<file path="src/rtl/fc_pkg.sv">
package fc_pkg;
  typedef enum logic [1:0] {
    NODE_ACTIVE  = 2'd0,
    NODE_PASSIVE = 2'd1,
    NODE_BUSOFF  = 2'd2
  } node_state_e;
endpackage

</file>
<file path="src/rtl/fc_err_counter.sv">
module fc_err_counter #(
  parameter int W     = 9,
  parameter int SMALL = 1,
  parameter int BIG   = 8
) (
  input  logic         clk,
  input  logic         rst_n,
  input  logic         hold,
  input  logic         clr,
  input  logic         inc_small,
  input  logic         inc_big,
  input  logic         dec,
  output logic [W-1:0] count,
  output logic [W-1:0] count_next
);
  localparam logic [W-1:0] MAXV = {W{1'b1}};

  logic [W-1:0] q;
  logic [W:0]   sum_big;
  logic [W:0]   sum_small;

  assign sum_big   = {1'b0, q} + (W+1)'(BIG);
  assign sum_small = {1'b0, q} + (W+1)'(SMALL);

  always_comb begin
    count_next = q;
    if (clr) begin
      count_next = '0;
    end else if (!hold) begin
      if (inc_big) begin
        count_next = sum_big[W] ? MAXV : sum_big[W-1:0];
      end else if (inc_small) begin
        count_next = sum_small[W] ? MAXV : sum_small[W-1:0];
      end else if (dec && (q != '0)) begin
        count_next = q - 1'b1;
      end
    end
  end

  always_ff @(posedge clk or negedge rst_n) begin
    if (!rst_n) q <= '0;
    else        q <= count_next;
  end

  assign count = q;

  p_no_underflow_r2: assert property (@(posedge clk) disable iff (!rst_n)
    (q == '0 && dec && !inc_small && !inc_big && !hold) |=> (q == '0));

  p_hold_keeps_r7: assert property (@(posedge clk) disable iff (!rst_n)
    (hold && !clr) |=> $stable(q));
endmodule

</file>
<file path="src/rtl/fc_busoff_recovery.sv">
module fc_busoff_recovery #(
  parameter int RUN_LEN   = 11,
  parameter int RUN_COUNT = 128
) (
  input  logic clk,
  input  logic rst_n,
  input  logic active,
  input  logic recessive_bit,
  input  logic dominant_bit,
  output logic done
);
  localparam int RUN_W = $clog2(RUN_LEN);
  localparam int SEQ_W = $clog2(RUN_COUNT);
  localparam logic [RUN_W-1:0] RUN_LAST = RUN_W'(RUN_LEN - 1);
  localparam logic [SEQ_W-1:0] SEQ_LAST = SEQ_W'(RUN_COUNT - 1);

  logic [RUN_W-1:0] run_q, run_n;
  logic [SEQ_W-1:0] seq_q, seq_n;
  logic             run_end;

  assign run_end = active && recessive_bit && !dominant_bit && (run_q == RUN_LAST);
  assign done    = run_end && (seq_q == SEQ_LAST);

  always_comb begin
    run_n = run_q;
    seq_n = seq_q;
    if (!active || done) begin
      run_n = '0;
      seq_n = '0;
    end else if (dominant_bit) begin
      run_n = '0;
    end else if (recessive_bit) begin
      if (run_end) begin
        run_n = '0;
        seq_n = seq_q + 1'b1;
      end else begin
        run_n = run_q + 1'b1;
      end
    end
  end

  always_ff @(posedge clk or negedge rst_n) begin
    if (!rst_n) begin
      run_q <= '0;
      seq_q <= '0;
    end else begin
      run_q <= run_n;
      seq_q <= seq_n;
    end
  end

  p_run_in_range_r8: assert property (@(posedge clk) disable iff (!rst_n)
    run_q <= RUN_LAST);

  p_dominant_restarts_r9: assert property (@(posedge clk) disable iff (!rst_n)
    (active && dominant_bit) |=> (run_q == '0 && $stable(seq_q)));
endmodule

</file>
<file path="src/rtl/can_fault_guard.sv">
module can_fault_guard #(
  parameter int CNT_W       = 9,
  parameter int PASSIVE_LIM = 128,
  parameter int BUSOFF_LIM  = 256,
  parameter int RUN_LEN     = 11,
  parameter int RUN_COUNT   = 128
) (
  input  logic             clk,
  input  logic             rst_n,
  input  logic             tx_err,
  input  logic             tx_ok,
  input  logic             rx_err,
  input  logic             rx_err_major,
  input  logic             rx_ok,
  input  logic             recessive_bit,
  input  logic             dominant_bit,
  input  logic             irq_en,
  input  logic             irq_clr,
  output logic [CNT_W-1:0] tec,
  output logic [CNT_W-1:0] rec,
  output logic             err_passive,
  output logic             bus_off,
  output logic             irq
);
  import fc_pkg::*;

  localparam logic [CNT_W-1:0] PASSIVE_AT = CNT_W'(PASSIVE_LIM);
  localparam logic [CNT_W-1:0] BUSOFF_AT  = CNT_W'(BUSOFF_LIM);

  node_state_e      state_q, state_n;
  logic             irq_q, irq_n;
  logic             recovered;
  logic             frozen;
  logic [CNT_W-1:0] tec_n, rec_n;

  assign frozen = (state_q == NODE_BUSOFF);

  fc_err_counter #(.W(CNT_W), .SMALL(1), .BIG(8)) u_tec (
    .clk(clk), .rst_n(rst_n), .hold(frozen), .clr(recovered),
    .inc_small(1'b0), .inc_big(tx_err), .dec(tx_ok),
    .count(tec), .count_next(tec_n)
  );

  fc_err_counter #(.W(CNT_W), .SMALL(1), .BIG(8)) u_rec (
    .clk(clk), .rst_n(rst_n), .hold(frozen), .clr(recovered),
    .inc_small(rx_err), .inc_big(rx_err_major), .dec(rx_ok),
    .count(rec), .count_next(rec_n)
  );

  fc_busoff_recovery #(.RUN_LEN(RUN_LEN), .RUN_COUNT(RUN_COUNT)) u_recov (
    .clk(clk), .rst_n(rst_n), .active(frozen),
    .recessive_bit(recessive_bit), .dominant_bit(dominant_bit),
    .done(recovered)
  );

  always_comb begin
    state_n = state_q;
    if (frozen) begin
      if (recovered) state_n = NODE_ACTIVE;
    end else if (tec_n >= BUSOFF_AT) begin
      state_n = NODE_BUSOFF;
    end else if ((tec_n >= PASSIVE_AT) || (rec_n >= PASSIVE_AT)) begin
      state_n = NODE_PASSIVE;
    end else begin
      state_n = NODE_ACTIVE;
    end
  end

  always_comb begin
    irq_n = irq_q;
    if (irq_clr) irq_n = 1'b0;
    if (irq_en && (state_n != state_q)) irq_n = 1'b1;
  end

  always_ff @(posedge clk or negedge rst_n) begin
    if (!rst_n) begin
      state_q <= NODE_ACTIVE;
      irq_q   <= 1'b0;
    end else begin
      state_q <= state_n;
      irq_q   <= irq_n;
    end
  end

  assign err_passive = (state_q == NODE_PASSIVE);
  assign bus_off     = (state_q == NODE_BUSOFF);
  assign irq         = irq_q;

  p_busoff_not_passive_r6: assert property (@(posedge clk) disable iff (!rst_n)
    $rose(bus_off) |-> (!err_passive && tec >= BUSOFF_AT));

  p_recovery_clears_r8: assert property (@(posedge clk) disable iff (!rst_n)
    $fell(bus_off) |-> (tec == '0 && rec == '0 && !err_passive));

  p_passive_needs_high_r4: assert property (@(posedge clk) disable iff (!rst_n)
    err_passive |-> (tec >= PASSIVE_AT || rec >= PASSIVE_AT));

  p_irq_gated_r10: assert property (@(posedge clk) disable iff (!rst_n)
    $rose(irq) |-> $past(irq_en));

  p_irq_sticky_r10: assert property (@(posedge clk) disable iff (!rst_n)
    (irq && !irq_clr) |=> irq);
endmodule

</file>
<file path="config.mk">
export PLATFORM = sky130hd
export DESIGN_NAME = can_fault_guard
export DESIGN_NICKNAME = d
export VERILOG_FILES = /design/src/rtl/fc_pkg.sv /design/src/rtl/fc_err_counter.sv /design/src/rtl/fc_busoff_recovery.sv /design/src/rtl/can_fault_guard.sv
export SDC_FILE = /design/constraint.sdc
export NUM_CORES = 1
export LEC_CHECK = 0
export BUFFER_PORTS_ARGS = -buffer_cell sky130_fd_sc_hd__buf_2
export CORE_ASPECT_RATIO = 0.75
export CORE_MARGIN = 2
export CORE_UTILIZATION = 55
export DETAILED_ROUTE_END_ITERATION = 10
export GPL_TIMING_DRIVEN = 0
export MAX_ROUTING_LAYER = met4
export PLACE_DENSITY = 0.83
export SYNTH_ARGS = -nofsm -noshare
export SYNTH_HDL_FRONTEND = slang
export SYNTH_SLANG_ARGS = --single-unit
</file>
<file path="constraint.sdc">
create_clock -name clk -period 4.25 [get_ports clk]
set_input_delay 0.2125 -clock clk [delete_from_list [all_inputs] [get_ports clk]]
set_output_delay 0.2125 -clock clk [all_outputs]
set_load 0.005 [all_outputs]
</file>
; ---- After elaboration in Yosys (flattened, before gate mapping)
; Cells that the tools add are included.
[totals]
register_bits = 32
in_bits = 11
out_inout_bits = 21
elab_cells = 66
[op_classes]
n_addsub = 7
magnitude_cmp = 3
n_eq_ne = 6
mux = 26
n_reduce_logical = 18
[ops]
columns = op, n
row1 = $mux W9, 12
row2 = $mux W7, 4
row3 = $add A9 B4 Y10 const B, 2
row4 = $ge A9 B8 Y1 const B, 2
row5 = $reduce_bool A9 Y1, 2
row6 = $sub A9 B1 Y9 const B, 2
row7 = $mux W4, 4
row8 = $add A9 B1 Y10 const B, 1
row9 = $ge A9 B9 Y1 const B, 1
row10 = $add A7 B1 Y7 const B, 1
row11 = $eq A7 B7 Y1 const B, 1
row12 = $logic_and A1 B1 Y1, 7
row13 = $mux W2, 3
row14 = $reduce_bool A2 Y1, 3
row15 = $add A4 B1 Y4 const B, 1
row16 = $eq A4 B4 Y1 const B, 1
row17 = $mux W1, 3
row18 = $reduce_and A3 Y1, 1
row19 = $reduce_bool A3 Y1, 1
row20 = $eq A2 B1 Y1 const B, 1
row21 = $eq A2 B2 Y1 const B, 1
row22 = $logic_not A1 Y1, 2
row23 = $logic_or A1 B1 Y1, 2
row24 = $ne A2 B1 Y1 const B, 1
row25 = $ne A2 B2 Y1, 1

; ---- Depth between registers and ports, before layout
; Gate-level depths: netlist (run 1).
[logic_depth]
ltp_word = 15
mapped_depth = 10
ltp_nobuf = 9

; ---- Cells and area by module
; Synthesis (run 1) repeated with hierarchy kept, for this count alone.
[unflattened]
hier_cells = 357
hier_area_um2 = 2849.0
[modules_own_cells]
columns = mod, n_inst, cells_per_inst, area_each_um2, seq_area_each_um2
row1 = fc_err_counter at u_rec, 1, 137, 1062.3, 225.2
row2 = fc_err_counter at u_tec, 1, 134, 1028.5, 225.2
row3 = fc_busoff_recovery, 1, 69, 606.8, 275.3
row4 = can_fault_guard, 1, 17, 151.4, 75.1

; ---- Worst setup path before layout (run 1)
; OpenSTA, ideal clock, no wires.
[synth_path]
kind = flip-flop to flip-flop
startpoint = register u_rec.q[0], in the netlist u_rec.count[0]
endpoint = register irq_q, in the netlist irq
setup_time_ns = 0.087
t_arrival_ns = 2.281
required_ns = 4.163
path_slack_ns = 1.882
stages_incl_launch_ff = 10
path_buffers = 0
period_less_slack_ns = 2.368
path_cell_list = dfrtp_1 > inv_1 > ha_1 > or4b_1 > o21ai_4 > or4_4 > a31o_1 > a32o_1 > o311a_1 > a211oi_2
[synth_between]
elab_chain_cells = 15
word_cells_on_any_way = 21
cone_classes = add/sub (3) / order compare (1) / eq/ne (1) / mux (11) / reduce/logical (5)
[synth_lines]
columns = element, line_no
row1 = start: declaration, fc_err_counter.sv:18  ; logic [W-1:0] q;
row2 = start signal: assignment, fc_err_counter.sv:42  ; else q <= count_next;
row3 = branches (longest 4 deep; another with $sub A9 B1 Y9), n/a
row4 = $mux W9 *, fc_err_counter.sv:30  ; if (inc_big) begin
row5 = $mux W9 *, fc_err_counter.sv:29  ; end else if (!hold) begin
row6 = $mux W9 *, fc_err_counter.sv:27  ; if (clr) begin
row7 = named net rec_n[7], can_fault_guard.sv:34  ; logic [CNT_W-1:0] tec_n, rec_n;
row8 = $ge A9 B8 Y1 *, can_fault_guard.sv:62  ; end else if ((tec_n >= PASSIVE_AT) || (rec_n >= PASSIVE_AT)) begin
row9 = $logic_or A1 B1 Y1 *, can_fault_guard.sv:62
row10 = $mux W1 *, can_fault_guard.sv:62
row11 = $mux W2 *, can_fault_guard.sv:60  ; end else if (tec_n >= BUSOFF_AT) begin
row12 = $mux W2 *, can_fault_guard.sv:58  ; if (frozen) begin
row13 = $ne A2 B2 Y1 *, can_fault_guard.sv:72  ; if (irq_en && (state_n != state_q)) irq_n = 1'b1;
row14 = $logic_and A1 B1 Y1 *, can_fault_guard.sv:72
row15 = $mux W1 or $reduce_bool A2 Y1 (tied branches), n/a
row16 = end signal: assignment, can_fault_guard.sv:81  ; irq_q <= irq_n;
row17 = end: declaration, can_fault_guard.sv:31  ; logic irq_q, irq_n;
; Mark *: on every way through the listed nets, which the timed path passes.
; A chain may end at the register's enable or synchronous reset.

; ---- Final worst setup path (run 1)
; Same ends and word-level chain as after synthesis.

==> results of run 1 <==
worst paths after layout:
check	from	to	slack (ns)
hold reg to reg	u_recov.seq_q[0]	u_recov.seq_q[0]	0.52
hold / removal	tx_err	u_tec.count[7]	0.28
min in group asynchronous	rst_n	u_recov.run_q[2]	0.51
setup reg to reg	u_rec.count[0]	irq	1.66
setup / recovery	u_rec.count[0]	irq	1.66
max in group asynchronous	rst_n	u_rec.count[1]	3.28
layout make-up:
class,count,area (sq um)
inverters,23,86.3
multi-input cells,243,1590
repair buffers,31,160
flip-flops and latches,32,801
well taps,57,71.3
plain buffers,17,76.3
clock buffers,8,90.1
fillers,376,1590
synth_stat cells (all sizes together) (3+ instances only):
cell type  instances  area share [%]
nand2b             3            0.73
dfrtp             32              31
or3                3            0.73
a31o               3             1.0
clkbuf            12             1.8
nor3              15             2.9
nand3              9             1.8
o211ai             5             1.7
nor2              32             4.7
buf                5             1.2
o21bai             3            0.88
o21ai             28             5.9
a21oi             25             4.9
xnor2              5             1.7
o221a              3             1.3
a31oi              6             1.5
inv               23             3.4
nand2             20             2.9
o22ai              4            0.98
ha                14             6.9
mux2i              5             2.0
o221ai             4             1.4
xor2               3             1.0
nand4              6             1.5
and2               3            0.73
and3               3            0.73
and4               4             1.4
layer usage:
metal | up-vias | global-route usage (%)
met3 | 17 | 7.80
li1 | 1243 | -
met1 | 1220 | 40.7
met5 | - | -
met2 | 144 | 39.0
met4 | 0 | 9.22
flip-flops by register name, summed over array words and instances (netlist names):
register	flops
irq	1
state_q	2
u_rec.count	9
u_recov.run_q	4
u_recov.seq_q	7
u_tec.count	9
kinds of logic (layout without fill, tap and decap cells):
family	count (synthesis)	in the layout	share of synthesized area (%)
adder cells (fa/ha/maj)	14	14	6.86
buffers and inverters	40	79	6.37
AO/OA/AOI/OAI	106	106	28.1
AND/OR/NAND/NOR	109	109	22.2
multiplexers	6	6	2.40
XOR/XNOR	8	8	2.74
flip-flops	32	32	31.3
power by group through the flow:
stage / Combinational, mW / Clock [mW] / Sequential [mW]
after floorplan: 0.493 / 0 / 0.476
after global placement: 0.671 / 0 / 0.493
after detailed placement: 0.694 / 0 / 0.494
after CTS: 0.701 / 0.249 / 0.490
after global routing: 0.794 / 0.266 / 0.504
final: 0.710 / 0.245 / 0.494
what timing repair did:
| item | in CTS | in global routing |
|---|---|---|
| hold buffers | 1 | 0 |
| hold endpoints to repair | 20 | 0 |
| resized for setup | 0 | 0 |
==> results.yml, run 1 <==
logic_synthesis:
  synth.avg_cell_area_sq_um: 8.11
  ys_ff_latch: 32
  yosysSeqAreaShare_pct: 31.3
  synth_edf_count: 0
  synth_nets: 340
  ys_warn_count: 0
  synthArstFlopShare_pct: 100
  ys.flop_type: "dfrtp_1"
  syn-instance-count: 315
  synth_area_sq_um: 2550
  synth.distinct_cells: 60
sta:
  clock_skew_ns: 0.00527
  period_share_pct: 61.0
  min_period_ns: 2.59
  hold_ws_ns: 0.284
  finalHoldViolations: 0
  worst_pin_slew_ns: 0.712
  fmax_ghz: 0.386
  fin_setup_tns_ns: 0
  maxSlewHeadroom_pct: 52.6
  slew_viol_final: 0
  rsz0062_at_grt: "no"
  setup_viol: 0
  setup_ws_ns: 1.66
final_layout:
  final_util_pct: 64.4
  layout_common_cells: "34 x buf_2, 32 x nor2_1, 32 x dfrtp_1"
  final_common_cell: "buf_2"
  drive_above_1_share_pct: 14.4
  nNetsFinal: 378
  final_cell_area_sq_um: 2880
  antenna_cells: 0
  areaGrowthSynthToFinish_pct: 12.6
  final_cell_count_no_fill: 411
worst_setup_path:
  cp_slowest_stage_delay_ns: 0.51
  end_kind: "flip-flop"
  path_depth: 9
  critPathLaunchType: "flip-flop"
  cp_max_fo: 7
  path_class: "reg -> reg"
  required_ns: 4.45
  crit_family: "compound AO/OA/AOI/OAI gates"
  cp_data_arrival_time_ns: 2.79
  crit_buf_inv: 1
  crit_path_cell_trace: "inv_1, ha_1, or4b_1, o21ai_4, or4_4, a31o_1, a32o_1, o311a_1, a211oi_2"
  cpMaxStageDelayCell: "or4_4"
  ff2ff_path_depth: 9
floorplanning:
  chipHeight_um: 63.0
  ios: 32
  die-area_sq_um: 5210
  core_area_sq_um: 4470
  start_util_pct: 57.2
  die_w_um: 82.7
  std_cell_rows: 21
worst_hold_path:
  worstHoldPathType: "in -> reg"
  whs_path_depth: 2
routing:
  post_drt_wl_per_cell_um: 16.1
  drtPass1Iterations: 5
  drtIter0Drc: 262
  drtAntennaViolNets: 0
  wirelength_mm: 6.62
  num_vias: 2624
  vias_per_cell: 6.38
  route.detailed.drc: 0
  dr_wl_met2_mm: 2.77
  wl_met3_um: 641
  top_layer: "met4"
  wl_met1_mm: 3.08
grt:
  overflow: 0
  gr-usage-all-layers_pct: 28.5
  grt_max_degree: 33
  grt_pass1_vias: 2420
  grt_pass1_wl_mm: 11.2
  antenna_found_initial: 0
clocking:
  clockBufferDepth: 2
  htreeDepth: 2
  cts_setup_buffers: 0
  tritoncts: "yes"
  cts.clk_slew.worst_paths_ns: 0.07
  numCtsBuffers: 5
  ctsRootBufferMaster: "clkbuf_8"
  clock_sinks: 32
  clk_latency_ns: 0.29
pwr:
  switching_power_uw: 638
  p_clk_share_pct: 16.9
  internal_power_uw: 812
  pwr_density_cell_nw_per_um2: 504
  p_leak_nw: 1.26
  netSwitchingFraction_pct: 44.0
  p_seq_share_pct: 34.1
  combPwrFrac_pct: 49.0
  peakVddDrop_mv: 0.331
  p_total_mw: 1.45
placed_design:
  hpwl_mm: 4.83
  gp_congestion: 0.998
  dp_cells: 402
  placed_cell_area_sq_um: 2780
  place.port_buffers: 30
  dp_slack_ns: 1.71
run_status:
  outcome: "finished clean"
job:
  maxCapViolCount: 0
No activity file was read; power rests on OpenSTA's default activity.
==> run 2: changes to the inputs <==
==> constraint.sdc (replaced) <==
create_clock -name clk -period 2.5 [get_ports clk]
set_input_delay 0.125 -clock clk [delete_from_list [all_inputs] [get_ports clk]]
set_output_delay 0.125 -clock clk [all_outputs]
set_load 0.005 [all_outputs]
==> run 2 against run 1 <==
Net effect:
- power is 78% higher
- core utilization rose by 1.7 points
- clock power up 71%
- setup slack worse by 1.6 ns
- wire length rose by 2.9%
- sequential power up 71%
- clock-buffer cell count is the same
- maximum frequency grew 5.8%
- combinational power rose by 86%
- critical endpoint unchanged
==> results.yml, run 2 (synthesis results as in run 1) <==
run_status:
  outcome: "finished clean"
grt:
  gr-usage-all-layers_pct: 28.7
  grt_pass1_vias: 2461
  antenna_found_initial: 0
  overflow: 0
  grt_pass1_wl_mm: 11.3
  grt_max_degree: 33
worst_hold_path:
  holdPathEnd: "u_tec.count[7]"
  worstHoldPathType: "in -> reg"
  worstHoldStart: "tx_err"
  whs_path_depth: 2
worst_setup_path:
  cp_slowest_stage_delay_ns: 0.51
  cp_data_arrival_time_ns: 2.65
  required_ns: 2.70
  ff2ff_path_depth: 9
  end_kind: "flip-flop"
  critPathLaunchType: "flip-flop"
  reg2reg_slack_ns: 0.05
  crit_path_cell_trace: "inv_2, ha_1, or4b_4, o21ai_4, or4_4, a31o_1, a32o_2, o311a_1, a211oi_2"
  path_class: "reg -> reg"
  crit_buf_inv: 1
  cpMaxStageDelayCell: "or4_4"
  cp_max_fo: 6
  startpoint: "u_rec.count[1]"
  crit_family: "compound AO/OA/AOI/OAI gates"
  rr_startpoint: "u_rec.count[1]"
  worstReg2RegEnd: "irq"
floorplanning:
  ios: 32
  std_cell_rows: 21
  start_util_pct: 57.2
  die-area_sq_um: 5210
  die_w_um: 82.7
  core_area_sq_um: 4470
  chipHeight_um: 63.0
final_layout:
  seqCellArea_sq_um: 805
  multi_input_area_sq_um: 1630
  layout_common_cells: "33 x buf_2, 32 x nor2_1, 29 x dfrtp_1"
  areaGrowthSynthToFinish_pct: 15.6
  n_fill_cell: 364
  drive_above_1_share_pct: 18.4
  final_cell_count_no_fill: 415
  final_common_cell: "buf_2"
  antenna_cells: 0
  nNetsFinal: 382
clocking:
  cts.clk_slew.worst_paths_ns: 0.07
  clock_sinks: 32
  numCtsBuffers: 5
  clockBufferDepth: 2
  htreeDepth: 2
  clk_latency_ns: 0.29
  tritoncts: "yes"
  ctsRootBufferMaster: "clkbuf_8"
routing:
  route.detailed.drc: 0
  num_vias: 2717
  wirelength_mm: 6.81
  vias_per_cell: 6.55
  drtAntennaViolNets: 0
  drtIter0Drc: 243
  drtPass1Iterations: 5
  post_drt_wl_per_cell_um: 16.4
sta:
  clock_skew_ns: 0.00566
  maxSlewHeadroom_pct: 52.7
  setup_ws_ns: 0.0502
  finalHoldViolations: 0
  worst_pin_slew_ns: 0.710
  hold_ws_ns: 0.189
  fmax_ghz: 0.408
  period_share_pct: 98.0
  rsz0062_at_grt: "yes"
  slew_viol_final: 0
  setup_viol: 0
  min_period_ns: 2.45
job:
  maxCapViolCount: 0
placed_design:
  hpwl_mm: 4.83
  place.port_buffers: 30
  dp_slack_ns: -0.0441
  dp_cells: 402
  gp_congestion: 0.998
pwr:
  p_leak_nw: 1.29
  p_total_mw: 2.59
  peakVddDrop_mv: 0.560
  pwr_density_cell_nw_per_um2: 876
[run 2: what timing repair did]
item                                    4_1_cts  5_1_grt
buffers inserted                              1        3
endpoints found under the hold margin        32        0
gates resized for setup                       3       15
pin swaps                                     0        2
endpoints found under the setup margin        1        7
hold buffers                                  1        0
[run 2: worst max path at each step]
stage / end / slack, ns / cells past startpoint
2_1_floorplan: irq / 0.13 / 9
3_3_place_gp: irq / -0.04 / 9
3_5_place_dp: irq / -0.04 / 9
4_1_cts: irq / 0.001 / 8
5_1_grt: irq / -0.02 / 9
6_report: irq / 0.05 / 9
[run 2: worst reg2reg max path: cells and delay by family (launching register included)]
kind / cells / cell delay (ns)
AOI/OAI and AO/OA: 5 / 0.94
DFF: 1 / 0.42
and+or+nand+nor: 2 / 0.74
adders and majority gates: 1 / 0.20
buffers and inverters: 1 / 0.07
[run 2: per-layer routing]
layer | vias up | global-route usage, % | wire [um] | part of all wire (%)
li1 | 1246 | - | - | -
met1 | 1301 | 40.5 | 3120 | 46
met2 | 156 | 39.7 | 2960 | 43
met3 | 14 | 7.80 | 637 | 9.4
met4 | 0 | 9.43 | 102 | 1.5
met5 | - | - | 0 | 0
[run 2: area by class of cell]
cell class,count,area share (%)
Sequential cell,32,27.2
Clock buffer,8,3.05
Inverter,23,2.92
Tap cell,57,2.42
Multi-Input combinational cell,243,55.1
Timing Repair Buffer,35,6.44
Buffer,17,2.84
[run 2: power by group]
group	switching, mW	total [mW]	internal (mW)	leakage [nW]
clock	0.193	0.418	0.224	0.0455
combinational	0.751	1.32	0.571	0.839
sequential	0.185	0.846	0.661	0.405
total	1.13	2.59	1.46	1.29
[run 2: through the flow]
stage	cell area, sq um	utilization [%]	setup TNS [ns]
2_1_floorplan	2550	-	0
3_3_place_gp	2780	62.2	-0.0442
3_5_place_dp	2780	62.2	-0.0441
4_1_cts	2890	64.6	0
5_1_grt	2950	66.1	-0.0246
6_report	2950	66.1	0
